==> config.mk <==
export PLATFORM = sky130hd
export DESIGN_NAME = cmdword_wdt
export DESIGN_NICKNAME = d
export VERILOG_FILES = /design/src/rtl/wdt_pkg.sv /design/src/rtl/wdt_bus_if.sv /design/src/rtl/wdt_mode_ctl.sv /design/src/rtl/wdt_down_counter.sv /design/src/rtl/cmdword_wdt.sv
export SDC_FILE = /design/constraint.sdc
export NUM_CORES = 1
export LEC_CHECK = 0
export CORE_UTILIZATION = 25
export DETAILED_ROUTE_END_ITERATION = 8
export DONT_BUFFER_PORTS = 1
export PLACE_DENSITY = 0.42
export RECOVER_POWER = 25
export SLEW_MARGIN = 20
export SYNTH_ARGS = -nofsm -noshare
export SYNTH_HDL_FRONTEND = slang
export SYNTH_SLANG_ARGS = --single-unit
==> constraint.sdc <==
create_clock -name clk -period 2.9 [get_ports clk]
set_input_delay 0.29 -clock clk [delete_from_list [all_inputs] [get_ports clk]]
set_output_delay 0.29 -clock clk [all_outputs]
set_load 0.01 [all_outputs]
==> src/rtl/wdt_pkg.sv <==
package wdt_pkg;

    localparam int DEF_ADDR_W = 4;
    localparam int DEF_DATA_W = 32;
    localparam int DEF_CNT_W  = 20;
    localparam int DEF_REG_W  = 16;

    localparam int OFS_CTRL = 0;
    localparam int OFS_CNT  = 4;

    localparam logic [15:0] WORD_HALT = 16'h3877;
    localparam logic [15:0] WORD_RUN  = 16'h4A4B;
    localparam logic [15:0] WORD_ACK  = 16'h7482;
    localparam logic [15:0] WORD_OPEN = 16'hAB00;
    localparam logic [15:0] WORD_SEAL = 16'hAB01;
    localparam logic [15:0] WORD_FILL = 16'hDEAF;

    typedef enum logic [2:0] {
        OP_NONE,
        OP_HALT,
        OP_RUN,
        OP_ACK,
        OP_OPEN,
        OP_SEAL,
        OP_FILL
    } op_e;

    typedef struct packed {
        logic running;
        logic unlocked;
    } mode_t;

    function automatic op_e decode_op(input logic [15:0] word);
        op_e res;
        case (word)
            WORD_HALT: res = OP_HALT;
            WORD_RUN:  res = OP_RUN;
            WORD_ACK:  res = OP_ACK;
            WORD_OPEN: res = OP_OPEN;
            WORD_SEAL: res = OP_SEAL;
            WORD_FILL: res = OP_FILL;
            default:   res = OP_NONE;
        endcase
        return res;
    endfunction

endpackage

==> src/rtl/wdt_bus_if.sv <==
module wdt_bus_if
    import wdt_pkg::*;
#(
    parameter int ADDR_W = DEF_ADDR_W,
    parameter int DATA_W = DEF_DATA_W,
    parameter int REG_W  = DEF_REG_W
) (
    input  logic              clk,
    input  logic              rst,
    input  logic [ADDR_W-1:0] bus_addr,
    input  logic              bus_we,
    input  logic [DATA_W-1:0] bus_wdata,
    input  logic              bus_re,
    input  logic [REG_W-1:0]  cnt_hi,
    output op_e               op,
    output logic              load_req,
    output logic [REG_W-1:0]  load_val,
    output logic [DATA_W-1:0] bus_rdata
);

    localparam logic [ADDR_W-1:0] A_CTRL = ADDR_W'(OFS_CTRL);
    localparam logic [ADDR_W-1:0] A_CNT  = ADDR_W'(OFS_CNT);

    logic [DATA_W-1:0] rd_next;
    logic              unused_wdata_hi;

    assign unused_wdata_hi = ^bus_wdata[DATA_W-1:REG_W];

    always_comb begin
        op       = OP_NONE;
        load_req = 1'b0;
        if (bus_we) begin
            if (bus_addr == A_CTRL) begin
                op = decode_op(bus_wdata[15:0]);
            end else if (bus_addr == A_CNT) begin
                load_req = 1'b1;
            end
        end
    end

    assign load_val = bus_wdata[REG_W-1:0];

    always_comb begin
        rd_next = '0;
        if (bus_re && bus_addr == A_CNT) begin
            rd_next[REG_W-1:0] = cnt_hi;
        end
    end

    always_ff @(posedge clk) begin
        if (rst) begin
            bus_rdata <= '0;
        end else begin
            bus_rdata <= rd_next;
        end
    end

endmodule

==> src/rtl/wdt_mode_ctl.sv <==
module wdt_mode_ctl
    import wdt_pkg::*;
(
    input  logic  clk,
    input  logic  rst,
    input  op_e   op,
    input  logic  load_req,
    input  logic  expire,
    output mode_t mode_q,
    output logic  load_en,
    output logic  fill_en,
    output logic  irq_q,
    output logic  rst_req_q
);

    mode_t mode_d;

    always_comb begin
        mode_d = mode_q;
        case (op)
            OP_HALT: mode_d.running  = 1'b0;
            OP_RUN:  mode_d.running  = 1'b1;
            OP_OPEN: mode_d.unlocked = 1'b1;
            OP_SEAL: mode_d.unlocked = 1'b0;
            default: ;
        endcase
    end

    assign load_en = load_req & mode_q.unlocked;
    assign fill_en = (op == OP_FILL);

    always_ff @(posedge clk) begin
        if (rst) begin
            mode_q    <= '0;
            irq_q     <= 1'b0;
            rst_req_q <= 1'b0;
        end else begin
            mode_q    <= mode_d;
            rst_req_q <= expire;
            if (expire) begin
                irq_q <= 1'b1;
            end else if (op == OP_ACK) begin
                irq_q <= 1'b0;
            end
        end
    end

endmodule

==> src/rtl/wdt_down_counter.sv <==
module wdt_down_counter
    import wdt_pkg::*;
#(
    parameter int CNT_W = DEF_CNT_W,
    parameter int REG_W = DEF_REG_W
) (
    input  logic             clk,
    input  logic             rst,
    input  logic             running,
    input  logic             tick_en,
    input  logic             load_en,
    input  logic [REG_W-1:0] load_val,
    input  logic             fill_en,
    output logic [CNT_W-1:0] count_q,
    output logic             expire
);

    localparam int               LOW_W = CNT_W - REG_W;
    localparam logic [CNT_W-1:0] ONE   = CNT_W'(1);

    logic step;

    assign step   = running && tick_en && (count_q != '0);
    assign expire = step && (count_q == ONE) && !load_en && !fill_en;

    always_ff @(posedge clk) begin
        if (rst) begin
            count_q <= '1;
        end else if (fill_en) begin
            count_q <= '1;
        end else if (load_en) begin
            count_q <= {load_val, {LOW_W{1'b1}}};
        end else if (step) begin
            count_q <= count_q - ONE;
        end
    end

endmodule

==> src/rtl/cmdword_wdt.sv <==
module cmdword_wdt
    import wdt_pkg::*;
#(
    parameter int ADDR_W = DEF_ADDR_W,
    parameter int DATA_W = DEF_DATA_W,
    parameter int CNT_W  = DEF_CNT_W,
    parameter int REG_W  = DEF_REG_W
) (
    input  logic              clk,
    input  logic              rst,
    input  logic              tick_en,
    input  logic [ADDR_W-1:0] bus_addr,
    input  logic              bus_we,
    input  logic [DATA_W-1:0] bus_wdata,
    input  logic              bus_re,
    output logic [DATA_W-1:0] bus_rdata,
    output logic              rst_req,
    output logic              irq
);

    op_e              op;
    logic             load_req;
    logic [REG_W-1:0] load_val;
    mode_t            mode_q;
    logic             load_en;
    logic             fill_en;
    logic             expire;
    logic [CNT_W-1:0] count_q;
    logic             running_q;
    logic             unlocked_q;

    assign running_q  = mode_q.running;
    assign unlocked_q = mode_q.unlocked;

    wdt_bus_if #(
        .ADDR_W(ADDR_W),
        .DATA_W(DATA_W),
        .REG_W (REG_W)
    ) u_bus (
        .clk      (clk),
        .rst      (rst),
        .bus_addr (bus_addr),
        .bus_we   (bus_we),
        .bus_wdata(bus_wdata),
        .bus_re   (bus_re),
        .cnt_hi   (count_q[CNT_W-1:CNT_W-REG_W]),
        .op       (op),
        .load_req (load_req),
        .load_val (load_val),
        .bus_rdata(bus_rdata)
    );

    wdt_mode_ctl u_mode (
        .clk      (clk),
        .rst      (rst),
        .op       (op),
        .load_req (load_req),
        .expire   (expire),
        .mode_q   (mode_q),
        .load_en  (load_en),
        .fill_en  (fill_en),
        .irq_q    (irq),
        .rst_req_q(rst_req)
    );

    wdt_down_counter #(
        .CNT_W(CNT_W),
        .REG_W(REG_W)
    ) u_cnt (
        .clk     (clk),
        .rst     (rst),
        .running (running_q),
        .tick_en (tick_en),
        .load_en (load_en),
        .load_val(load_val),
        .fill_en (fill_en),
        .count_q (count_q),
        .expire  (expire)
    );

endmodule

* Word-level counts from Yosys, hierarchy flattened
Index checks and enable logic that the tools add are counted.
** Operators by class
- Reduce and logical (&&, ||, !) cells :: 17
- Bitwise gates (word level) :: 2
- Equal/unequal tests :: 14
- $add $sub $neg :: 1
- Mux-type cells :: 12
** Operators by type and width (number)
- $eq A16 B16 Y1 const B :: 3
- $mux W20 :: 2
- $eq A16 B15 Y1 const B :: 2
- $eq A20 B1 Y1 const B :: 1
- $reduce_bool A20 Y1 :: 1
- $sub A20 B1 Y20 const B :: 1
- $pmux W3 S6 :: 1
- $eq A16 B14 Y1 const B :: 1
- $eq A3 B3 Y1 const B :: 3
- $reduce_bool A2 Y1 :: 4
- $eq A3 B2 Y1 const B :: 2
- $logic_and A1 B1 Y1 :: 6
- $mux W3 :: 2
- $mux W1 :: 5
- $eq A4 B3 Y1 const B :: 1
- $logic_not A4 Y1 :: 1
- $pmux W1 S2 :: 2
- $reduce_or A2 Y1 :: 2
- $eq A3 B1 Y1 const B :: 1
- $reduce_or A3 Y1 :: 1
- $logic_not A1 Y1 :: 2
- $and A1 B1 Y1 :: 1
- $not A1 Y1 :: 1
** Word-level totals
- Logic and storage cells :: 54
- Input bits :: 41
- Output and inout port bits :: 34
- Bits in registers :: 56

* Logic depth before layout (Yosys ltp)
Gate-level depths: netlist of the first run.
- Word-level depth :: 9
- Depth in mapped cells :: 8
- Mapped depth without buffers :: 7

* Cells and area by module
From an unflattened synthesis of the first run, not the netlist that was laid out.
** Second synthesis, totals
- Cell total of the unflattened synthesis :: 254
- Area, all modules :: 2247.2 µm²
** By module, submodules not included
- wdt_down_counter :: area an instance 1197.4 µm², times used 1, cells each 140, sequential area each 400.4 µm²
- wdt_bus_if :: area an instance 893.4 µm², times used 1, cells each 97, sequential area each 320.3 µm²
- wdt_mode_ctl :: area an instance 156.4 µm², times used 1, cells each 17, sequential area each 80.1 µm²

* Worst setup path before layout of the first run
OpenSTA, ideal clock, no wires.
- Path kind :: reg-to-reg
- Start point :: register u_cnt.count_q[11]
- End point :: register u_cnt.count_q[15]
- Arrival time :: 2.057 ns
- Clock period less this slack :: 2.184 ns
- Path slack :: 0.716 ns
- Path buffers :: 1
- Cell stages (with the launch flop) :: 7
- Library setup time :: 0.127 ns
- Required time :: 2.773 ns
- Cell sequence :: dfxtp_1 > or4_4 > or4_4 > buf_6 > nand2b_4 > o31ai_1 > or3_1
** On the way
- Cells in the longest elaborated chain, start to end :: 3
- Elaborated cells on any way between the ends :: 6
- Those cells by class :: add/sub: 1; mux: 2; reduce/logical: 3
** RTL lines
- from (decl) :: line wdt_down_counter.sv:14 : output logic [CNT_W-1:0] count_q,
- from (signal assigned) :: line wdt_down_counter.sv:32 : count_q <= {load_val, {LOW_W{1'b1}}};
- from (signal assigned) :: line wdt_down_counter.sv:34 : count_q <= count_q - ONE;
- $sub A20 B1 Y20 / $reduce_bool A20 Y1 (equally long branches) :: line wdt_down_counter.sv:34, wdt_down_counter.sv:23
- $mux W20 / $logic_and A1 B1 Y1 (equally long branches) :: line wdt_down_counter.sv:33, wdt_down_counter.sv:23
- $mux W20 / $reduce_bool A2 Y1 (equally long branches)
Several ways; a longest one is shown, not always the timed one. The select of a mux whose other input is x is not followed.
A chain may end at the register's enable or synchronous reset.

* Final worst setup path of the first run
- Start point :: register u_cnt.count_q[0]
- End point :: register u_cnt.count_q[12]
The elaborated chain is that of the path after synthesis.

==> flow_summary_export.csv, run 1 <==
group,metric,value,unit
run_status,outcome,"finished, final reports clean",
global_route,grt_max_degree,25,
floorplanning,start_util,26.1,%
yosys,synth_top_area_share,34.7,%
critical_path,r2r_end,"u_cnt.count_q[12]",
floorplanning,dieArea,9620,sq um
clocking,cts_made_buffers,5,
placement,hpwl,4.88,mm
timing,setup_violations,0,
yosys,avgSynthCellArea,8.46,sq um
layout,area_growth_syn_to_layout,6.99,%
critical_path,r2r_start,"u_cnt.count_q[0]",
routing,drt_first_pass_iters,4,
timing,fin_skew,5.99,ps
yosys,synth-main-ff-cell,"dfxtp_1",
clocking,tritoncts,"yes",
clocking,cts.repair.resized,0,
clocking,clock_sinks,40,
critical_path,startpoint,"u_cnt.count_q[0]",
timing,hold_viol_final,0,
critical_path,reg2reg_slack,460,ps
pwr,power,1.07,mW
critical_path,required,3090,ps
yosys,yosysTopAreaCell,"dfxtp_1",
floorplanning,fp.dieH,98.1,um
routing,drt_iter0_markers,100,
flow_run,drv_cap,0,
routing,postRouteAntennaNets,0,
timing,rsz0062_at_grt,"no",
yosys,yosysWarnings,0,
yosys,synthDistinctLibCells,51,
yosys,synth_area,2310,sq um
critical_path,crit_type,"flip-flop to flip-flop",
routing,drt_wl_total,6.42,mm
floorplanning,rows,34,
timing,post-route-period-util,84.3,%
timing,fin_setup_tns,0,ps
global_route,antenna_found_initial,0,
global_route,first_global_vias,1880,
global_route,grt-busiest-layer,"met1",
global_route,track_usage,14.0,%
pwr,leakage,0.835,nW
critical_path,endpoint_kind,"flip-flop",
clocking,htreeDepth,2,
clocking,postCtsSetupRepairBufs,0,
routing,routedWlPerCell,16.9,um
yosys,synth_edf_count,0,
pwr,p_per_area,435,nW/um^2
routing,vias,2002,
yosys,synth-seq-cells,40,
critical_path,rr_worst_depth,7,
global_route,grtUsageMet2,19.3,%
clocking,cts.clk_slew.worst_paths,80,ps
layout,final_nets,314,
clocking,clock_latency,300,ps
global_route,grt_use_met3,3.79,%
timing,max_freq,409,MHz
floorplanning,core-area,8850,sq um
clocking,hold_buffers,0,
floorplanning,dieWidth,98.1,um
min_path,hold_path.class,"primary input to flip-flop",
yosys,synth_common_cells,"40 x dfxtp_1, 21 x nor2_1, 17 x and2_1, 17 x nand2_1",
global_route,gr-total-overflow,0,
critical_path,worstSetupStartpointType,"flip-flop",
yosys,netlist_instances,273,
timing,whs,64.0,ps
placement,globalplace.congestion,0.816,
pwr,ir_drop,0.238,mV
clocking,clock_path_buffers,2,
timing,tightestPinTransition,624,ps
yosys,synth-seq-area-share,34.7,%
clocking,ctsRootBufferMaster,"clkbuf_8",
layout,n_antenna_cell,0,
yosys,synthTopCellsByArea,"dfxtp_1 35%, buf_4 5.2%, and2_1 4.6%, o211ai_1 3.9%, nor3_1 3.5%",
routing,vias_per_cell,5.28,
placement,port_buffers,0,
critical_path,endpoint,"u_cnt.count_q[12]",
global_route,met1_usage,20.3,%
yosys,yosysMostFrequentCell,"dfxtp_1",
layout,drive_gt1_share,9.23,%
critical_path,arrival,2640,ps
yosys,async_flop_share,0,%
timing,period_minus_slack,2440,ps
timing,maxSlewHeadroom,57.8,%
critical_path,cp_max_fo,5,
global_route,grt_pass1_wl,10.5,mm
floorplanning,io_pins,75,
timing,slew_violations,0,
routing,drcViolationCount,0,
==> cell usage in the layout (no fill, tap or decap), types with 3 or more instances in the layout <==
cell       count
dfxtp_1       40
nor2_1        21
and2_1        17
nand2_1       17
nor3_1        16
conb_1        16
o211ai_1      12
nor4_1        10
o21ai_0        8
nand4_1        7
or3_1          7
nand3_1        6
a21oi_1        6
clkbuf_8       6
or4_1          5
o2111ai_1      5
or4_4          4
nand2b_1       4
xnor2_1        4
mux2i_1        4
inv_1          3
and3_1         3
nand4b_1       3
nor2b_1        3
nor3b_1        3
ha_1           3
buf_4          3
==> cell families after synthesis <==
kind of cell	Yosys count	share of synthesized area, %
and+or+nand+nor	143	38.0
AOI/OAI and AO/OA	43	12.8
DFF	40	34.7
buffers and inverters	32	8.18
xor gates and xnor gates	6	2.28
muxes	5	2.22
adders and majority gates	3	1.63
other	1	0.162
==> stage by stage <==
| stage | std cells | cell area, sq um | utilization, % | setup WS, ps |
|---|---|---|---|---|
| after floorplan | 288 | 2360 | - | 716 |
| after global placement | 371 | 2350 | 26.5 | 459 |
| after detailed placement | 371 | 2350 | 26.5 | 463 |
| after CTS | 379 | 2470 | 27.9 | 426 |
| after global routing | 379 | 2470 | 27.9 | 299 |
| final | 379 | 2470 | 27.9 | 456 |
==> routing by layer <==
layer  routed length (um)  share of wire, %  up-vias
met4                  133               2.1        0
met1                 3130                49      926
met5                    0                 0        -
met3                  501               7.8       14
li1                     -                 -      975
met2                 2650                41       87
==> critical path, cell delays in order (launching register included) <==
cell,delay [ps]
dfxtp_1,330
inv_1,120
ha_1,190
or4b_1,560
or4_4,510
nor4_1,330
mux2i_1,230
nor2_1,60
==> registers in the layout, indices dropped and copies added, names as in the netlist <==
| register | flops |
|---|---|
| u_bus.bus_rdata | 16 |
| u_mode.mode_q | 2 |
| u_cnt.count_q | 20 |
| u_mode.irq_q | 1 |
| u_mode.rst_req_q | 1 |
==> power breakdown <==
| part | switching [mW] | internal, mW | total (mW) | leakage, nW |
|---|---|---|---|---|
| clock network | 0.207 | 0.281 | 0.489 | 0.0614 |
| registers | 0.00183 | 0.551 | 0.553 | 0.323 |
| logic | 0.0218 | 0.0103 | 0.0321 | 0.450 |
==> cell type report <==
type	count	area (sq um)
Tap cell	108	135
Sequential cell	40	801
Multi-Input combinational cell	216	1380
Inverter	4	15.0
Clock inverter	2	38.8
Clock buffer	6	82.6
Fill cell	968	6380
Timing Repair Buffer	3	22.5
==> worst min-delay path by stage <==
stage,from,to,slack [ps],cells after the start
2_1_floorplan,bus_wdata[8],u_cnt.count_q[12],420,2
3_3_place_gp,rst,u_mode.irq_q,370,1
3_5_place_dp,rst,u_mode.irq_q,370,1
4_1_cts,rst,u_mode.irq_q,60,1
5_1_grt,rst,u_mode.irq_q,50,1
6_report,rst,u_mode.irq_q,60,1
(Power assumes the default switching activity.)
==> inputs of run 2 (changes only) <==
==> constraint.sdc (replaced) <==
create_clock -name clk -period 2.4 [get_ports clk]
set_input_delay 0.24 -clock clk [delete_from_list [all_inputs] [get_ports clk]]
set_output_delay 0.24 -clock clk [all_outputs]
set_load 0.01 [all_outputs]
==> flow_summary_export.csv, run 2 (same netlist as run 1, synthesis figures left out) <==
group,metric,value,unit
min_path,min-delay-start,"rst",
critical_path,required,2550,ps
clocking,cts_made_buffers,5,
layout,postLayoutCoreUtil,29.2,%
floorplanning,dieArea,9620,sq um
critical_path,crit_chain,"inv_1, ha_1, or4b_1, or4_4, nor4_2, xnor2_1, o211ai_1",
clocking,clock_latency,300,ps
routing,vias_per_cell,5.15,
layout,drive_gt1_share,14.0,%
critical_path,critPathBufInv,1,
critical_path,endpoint_kind,"flip-flop",
placement,port_buffers,0,
critical_path,crit_type,"flip-flop to flip-flop",
timing,tightestPinTransition,508,ps
critical_path,worst_path_max_delay_cell,"or4_4",
critical_path,r2r_end,"u_cnt.count_q[14]",
pwr,p_per_area,501,nW/um^2
floorplanning,fp.dieH,98.1,um
layout,fillers,981,
layout,final_nets,328,
timing,rsz0062_at_grt,"no",
global_route,first_global_vias,1892,
min_path,hold_path.class,"primary input to flip-flop",
critical_path,reg2reg_slack,130,ps
flow_run,drv_cap,0,
routing,routedWlPerCell,16.8,um
layout,area_growth_syn_to_layout,11.8,%
critical_path,max_stage_delay,490,ps
global_route,antenna_found_initial,0,
routing,drcViolationCount,0,
timing,fin_setup_tns,0,ps
pwr,leakage,0.897,nW
layout,layout_commonest_cell,"dfxtp_1",
critical_path,cp_max_fo,5,
layout,reg_top3,"u_cnt.count_q (20), u_bus.bus_rdata (16), u_mode.mode_q (2)",
floorplanning,rows,34,
pwr,ir_drop,0.270,mV
critical_path,rr_worst_depth,7,
clocking,hold_buffers,0,
global_route,track_usage,14.1,%
timing,hold_viol_final,0,
layout,mostFrequentLayoutCells,"40 x dfxtp_1, 21 x nor2_1, 17 x and2_1, 17 x nand2_1, 17 x buf_4",
layout,n_antenna_cell,0,
timing,max_freq,440,MHz
critical_path,r2r_start,"u_cnt.count_q[0]",
global_route,grt_max_degree,17,
placement,dp_slack,91.0,ps
global_route,grt_pass1_wl,10.6,mm
floorplanning,start_util,26.1,%
placement,place_area,2450,sq um
critical_path,arrival,2420,ps
placement,globalplace.congestion,0.814,
routing,postRouteAntennaNets,0,
global_route,gr-total-overflow,0,
routing,drt_iter0_markers,128,
clocking,cts.clk_slew.worst_paths,80,ps
floorplanning,core-area,8850,sq um
layout,fin_area,2580,sq um
placement,hpwl,5.17,mm
floorplanning,io_pins,75,
clocking,clock_sinks,40,
timing,period_minus_slack,2270,ps
routing,drt_first_pass_iters,4,
critical_path,critPathTopFamily,"simple AND/OR/NAND/NOR gates",
layout,top_register,"u_cnt.count_q",
run_status,outcome,"finished, final reports clean",
clocking,ctsRootBufferMaster,"clkbuf_8",
timing,slew_violations,0,
clocking,htreeDepth,2,
clocking,tritoncts,"yes",
layout,largest_reg_flops,20,
timing,setup_violations,0,
timing,maxSlewHeadroom,66.1,%
floorplanning,dieWidth,98.1,um
min_path,whs_endpoint,"u_mode.irq_q",
timing,fin_skew,10.9,ps
timing,fin_ws,130,ps
routing,vias,2025,
min_path,whs_path_depth,1,
timing,post-route-period-util,94.6,%
clocking,clock_path_buffers,2,
critical_path,worstSetupStartpointType,"flip-flop",
routing,drt_wl_total,6.60,mm
run 2: changes by cell type in the layout (fill, tap and decap cells not counted), sizes merged:
cell and change:
buf +14
run 2: area by class of cell:
class / instances / area, sq um / share of cell area, %
inverters: 4 / 15.0 / 0.582
clock buffers: 6 / 82.6 / 3.20
multi-input cells: 216 / 1380 / 53.5
well taps: 108 / 135 / 5.24
repair buffers: 17 / 128 / 4.94
clock inverters: 2 / 38.8 / 1.50
flip-flops and latches: 40 / 801 / 31.0
run 2: worst max-delay path by stage:
stage,startpoint,end,slack (ps),depth (start not counted)
global route,u_cnt.count_q[0],u_cnt.count_q[14],40,7
finish,u_cnt.count_q[0],u_cnt.count_q[14],130,7
floorplan,u_cnt.count_q[11],u_cnt.count_q[15],220,6
CTS,u_cnt.count_q[0],u_cnt.count_q[12],50,7
detailed placement,u_cnt.count_q[0],u_cnt.count_q[12],90,7
global placement,u_cnt.count_q[0],u_cnt.count_q[12],100,7
run 2: what timing repair did:
item                                    in CTS  in global routing
resized for setup                            0                  1
endpoints found under the hold margin        0                  0
endpoints found under the setup margin       0                  1
buffers inserted                             0                  0
run 2: per-stage QoR:
| stage | hold WS (ps) | instances | total power [mW] |
|---|---|---|---|
| after floorplan | 367 | 288 | 0.738 |
| after global placement | 318 | 385 | 0.723 |
| after detailed placement | 322 | 385 | 0.723 |
| after CTS | 15.4 | 393 | 1.31 |
| after global routing | 14.8 | 393 | 1.33 |
| final | 24.1 | 393 | 1.29 |
run 2: metal layers:
layer | routed length (um) | GRT usage, % | share of wire, %
met2 | 2630 | 19.3 | 40
met3 | 519 | 3.58 | 7.9
met1 | 3350 | 21.0 | 51
met4 | 99 | 4.55 | 1.5
met5 | 0 | 0 | 0
run 2: worst reg2reg max path, cell delays in order, from the launching register on:
cell and delay (ps):
dfxtp_1 330, inv_1 120, ha_1 200, or4b_1 480
or4_4 490, nor4_2 230, xnor2_1 180, o211ai_1 100
run 2: power by group:
group / total [mW] / internal (mW) / switching, mW
sequential: 0.668 / 0.666 / 0.00226
clock: 0.587 / 0.340 / 0.246
combinational: 0.0392 / 0.0130 / 0.0263
total: 1.29 / 1.02 / 0.275
==> inputs of run 3 (changes only) <==
--- a/config.mk
+++ b/config.mk
@@ -5,6 +5,7 @@
 export SDC_FILE = /design/constraint.sdc
 export NUM_CORES = 1
 export LEC_CHECK = 0
+export ABC_AREA = 1
 export CORE_UTILIZATION = 25
 export DETAILED_ROUTE_END_ITERATION = 8
 export DONT_BUFFER_PORTS = 1
==> flow_summary_export.csv, run 3 <==
group,metric,value,unit
floorplanning,rows,36,
timing,whs,162,ps
routing,drt_wl_total,7.06,mm
clocking,clock_path_buffers,2,
clocking,cts.repair.resized,0,
routing,topRoutingLayerUsed,"met4",
clocking,clock_sinks,40,
critical_path,required,2590,ps
routing,wl_met3,477,um
routing,wl_met2,3.20,mm
timing,fin_skew,7.42,ps
global_route,track_usage,13.7,%
routing,routedWlPerCell,13.3,um
yosys,synth_common_cells,"92 x nor2_1, 71 x nand2_1, 42 x inv_1",
timing,slew_violations,0,
layout,regArea,801,sq um
routing,drt_iter0_markers,102,
floorplanning,start_util,26.1,%
global_route,antenna_found_initial,0,
layout,largest_reg_flops,20,
yosys,netlist_instances,393,
clocking,tritoncts,"yes",
min_path,hold_path.class,"primary input to flip-flop",
placement,hpwl,5.42,mm
routing,vias,2272,
global_route,first_global_vias,2281,
clocking,htreeDepth,2,
layout,fillers,1098,
yosys,async_flop_share,0,%
clocking,clock_latency,300,ps
global_route,grt_max_degree,17,
routing,wl_met1,3.30,mm
yosys,synth_top_area_share,31.1,%
yosys,yosysWarnings,0,
yosys,yosysMostFrequentCell,"nor2_1",
routing,drt_first_pass_iters,4,
timing,max_freq,554,MHz
clocking,postCtsSetupRepairBufs,0,
layout,postLayoutCoreUtil,27.9,%
layout,layout_commonest_cell,"nor2_1",
routing,vias_per_cell,4.29,
run_status,outcome,"finished, final reports clean",
routing,drcViolationCount,0,
layout,area_growth_syn_to_layout,6.90,%
yosys,synth-seq-cells,40,
placement,globalplace.congestion,0.863,
clocking,cts_made_buffers,5,
critical_path,arrival,1990,ps
yosys,synth-seq-area-share,31.1,%
yosys,synth_edf_count,0,
layout,top_register,"u_cnt.count_q",
flow_run,drv_cap,0,
clocking,ctsRootBufferMaster,"clkbuf_8",
critical_path,crit_type,"flip-flop to flip-flop",
timing,tightestPinTransition,826,ps
critical_path,worstSetupStartpointType,"flip-flop",
layout,n_antenna_cell,0,
floorplanning,dieWidth,104,um
global_route,gr-total-overflow,0,
placement,port_buffers,0,
yosys,synthTopCellsByArea,"dfxtp_1 31%, nor2_1 13%, nand2_1 10%, inv_1 6.1%, buf_4 5.0%",
layout,mostFrequentLayoutCells,"92 x nor2_1, 71 x nand2_1, 42 x inv_1",
pwr,ir_drop,0.187,mV
timing,rsz0062_at_grt,"no",
routing,postRouteAntennaNets,0,
timing,post-route-period-util,75.1,%
floorplanning,io_pins,75,
yosys,synth_area,2580,sq um
floorplanning,dieArea,10700,sq um
yosys,synth-main-ff-cell,"dfxtp_1",
layout,final_nets,441,
pwr,p_per_area,449,nW/um^2
clocking,hold_buffers,1,
yosys,yosysTopAreaCell,"dfxtp_1",
pwr,leakage,1.32,nW
floorplanning,core-area,9860,sq um
yosys,synthDistinctLibCells,33,
critical_path,cp_max_fo,8,
timing,period_minus_slack,1800,ps
global_route,grt_pass1_wl,11.6,mm
timing,fin_setup_tns,0,ps
timing,hold_viol_final,0,
floorplanning,fp.dieH,104,um
timing,setup_violations,0,
critical_path,endpoint_kind,"flip-flop",
timing,maxSlewHeadroom,44.8,%
yosys,avgSynthCellArea,6.56,sq um
layout,multiInputGateArea,1480,sq um
layout,drive_gt1_share,11.1,%
layout,reg_top3,"u_cnt.count_q (20), u_bus.bus_rdata (16), u_mode.mode_q (2)",
clocking,cts.clk_slew.worst_paths,80,ps
-- run 3: logic make-up (layout without fill, tap and decap cells) --
logic type / count (synthesis) / in the layout / share of synthesized area [%]
compound gates: 25 / 25 / 5.25
xor+xnor: 14 / 14 / 4.76
fa+ha+maj: 3 / 3 / 1.46
buf+inv: 70 / 59 / 13.7
flops: 40 / 40 / 31.1
other cells: 1 / 16 / 0.146
simple gates: 240 / 240 / 43.6
-- run 3: worst max-delay path, cell delays in order, from the launching register on --
cell,delay [ps]
dfxtp_1,340
nor2_1,240
nand2_1,100
nor2_2,180
nand3b_2,150
nand3_1,190
buf_4,200
o21ai_0,120
nor2_1,130
nand2_2,50
-- run 3: final timing paths --
path	startpoint	endpoint	slack, ps	cells past startpoint
setup / recovery	u_cnt.count_q[8]	u_cnt.count_q[18]	600	9
setup reg to reg	u_cnt.count_q[8]	u_cnt.count_q[18]	600	9
hold / removal	bus_wdata[8]	u_cnt.count_q[12]	160	4
hold reg to reg	u_mode.mode_q[1]	u_mode.mode_q[1]	470	2
-- run 3: stage by stage --
stage | cells | power [mW] | setup WS, ps | instance area, sq um
after global routing | 530 | 1.29 | 396 | 2750
after detailed placement | 522 | 0.748 | 579 | 2650
after floorplan | 408 | 0.758 | 920 | 2630
final | 530 | 1.24 | 596 | 2750
after global placement | 522 | 0.748 | 589 | 2650
after CTS | 530 | 1.25 | 563 | 2750
-- run 3: layer usage --
layer / GRT usage [%] / up-vias
met1: 16.8 / 999
met4: 4.35 / 0
met3: 3.96 / 5
li1: - / 1205
met5: 0 / -
met2: 22.8 / 63
-- run 3: report_power, final --
group          leakage [nW]  switching, mW  internal [mW]  total (mW)
Clock                0.0503          0.245          0.257       0.501
Sequential            0.323        0.00255          0.666       0.668
Combinational         0.950         0.0505         0.0156      0.0661
Total                  1.32          0.298          0.938        1.24
-- run 3: area by class of cell --
| cell class | instances | area share (%) |
|---|---|---|
| clock buffer | 7 | 3.50 |
| inverter | 49 | 6.77 |
| multi-input combinational | 298 | 53.7 |
| sequential | 40 | 29.1 |
| tap | 133 | 6.04 |
| timing repair buffer | 3 | 0.909 |
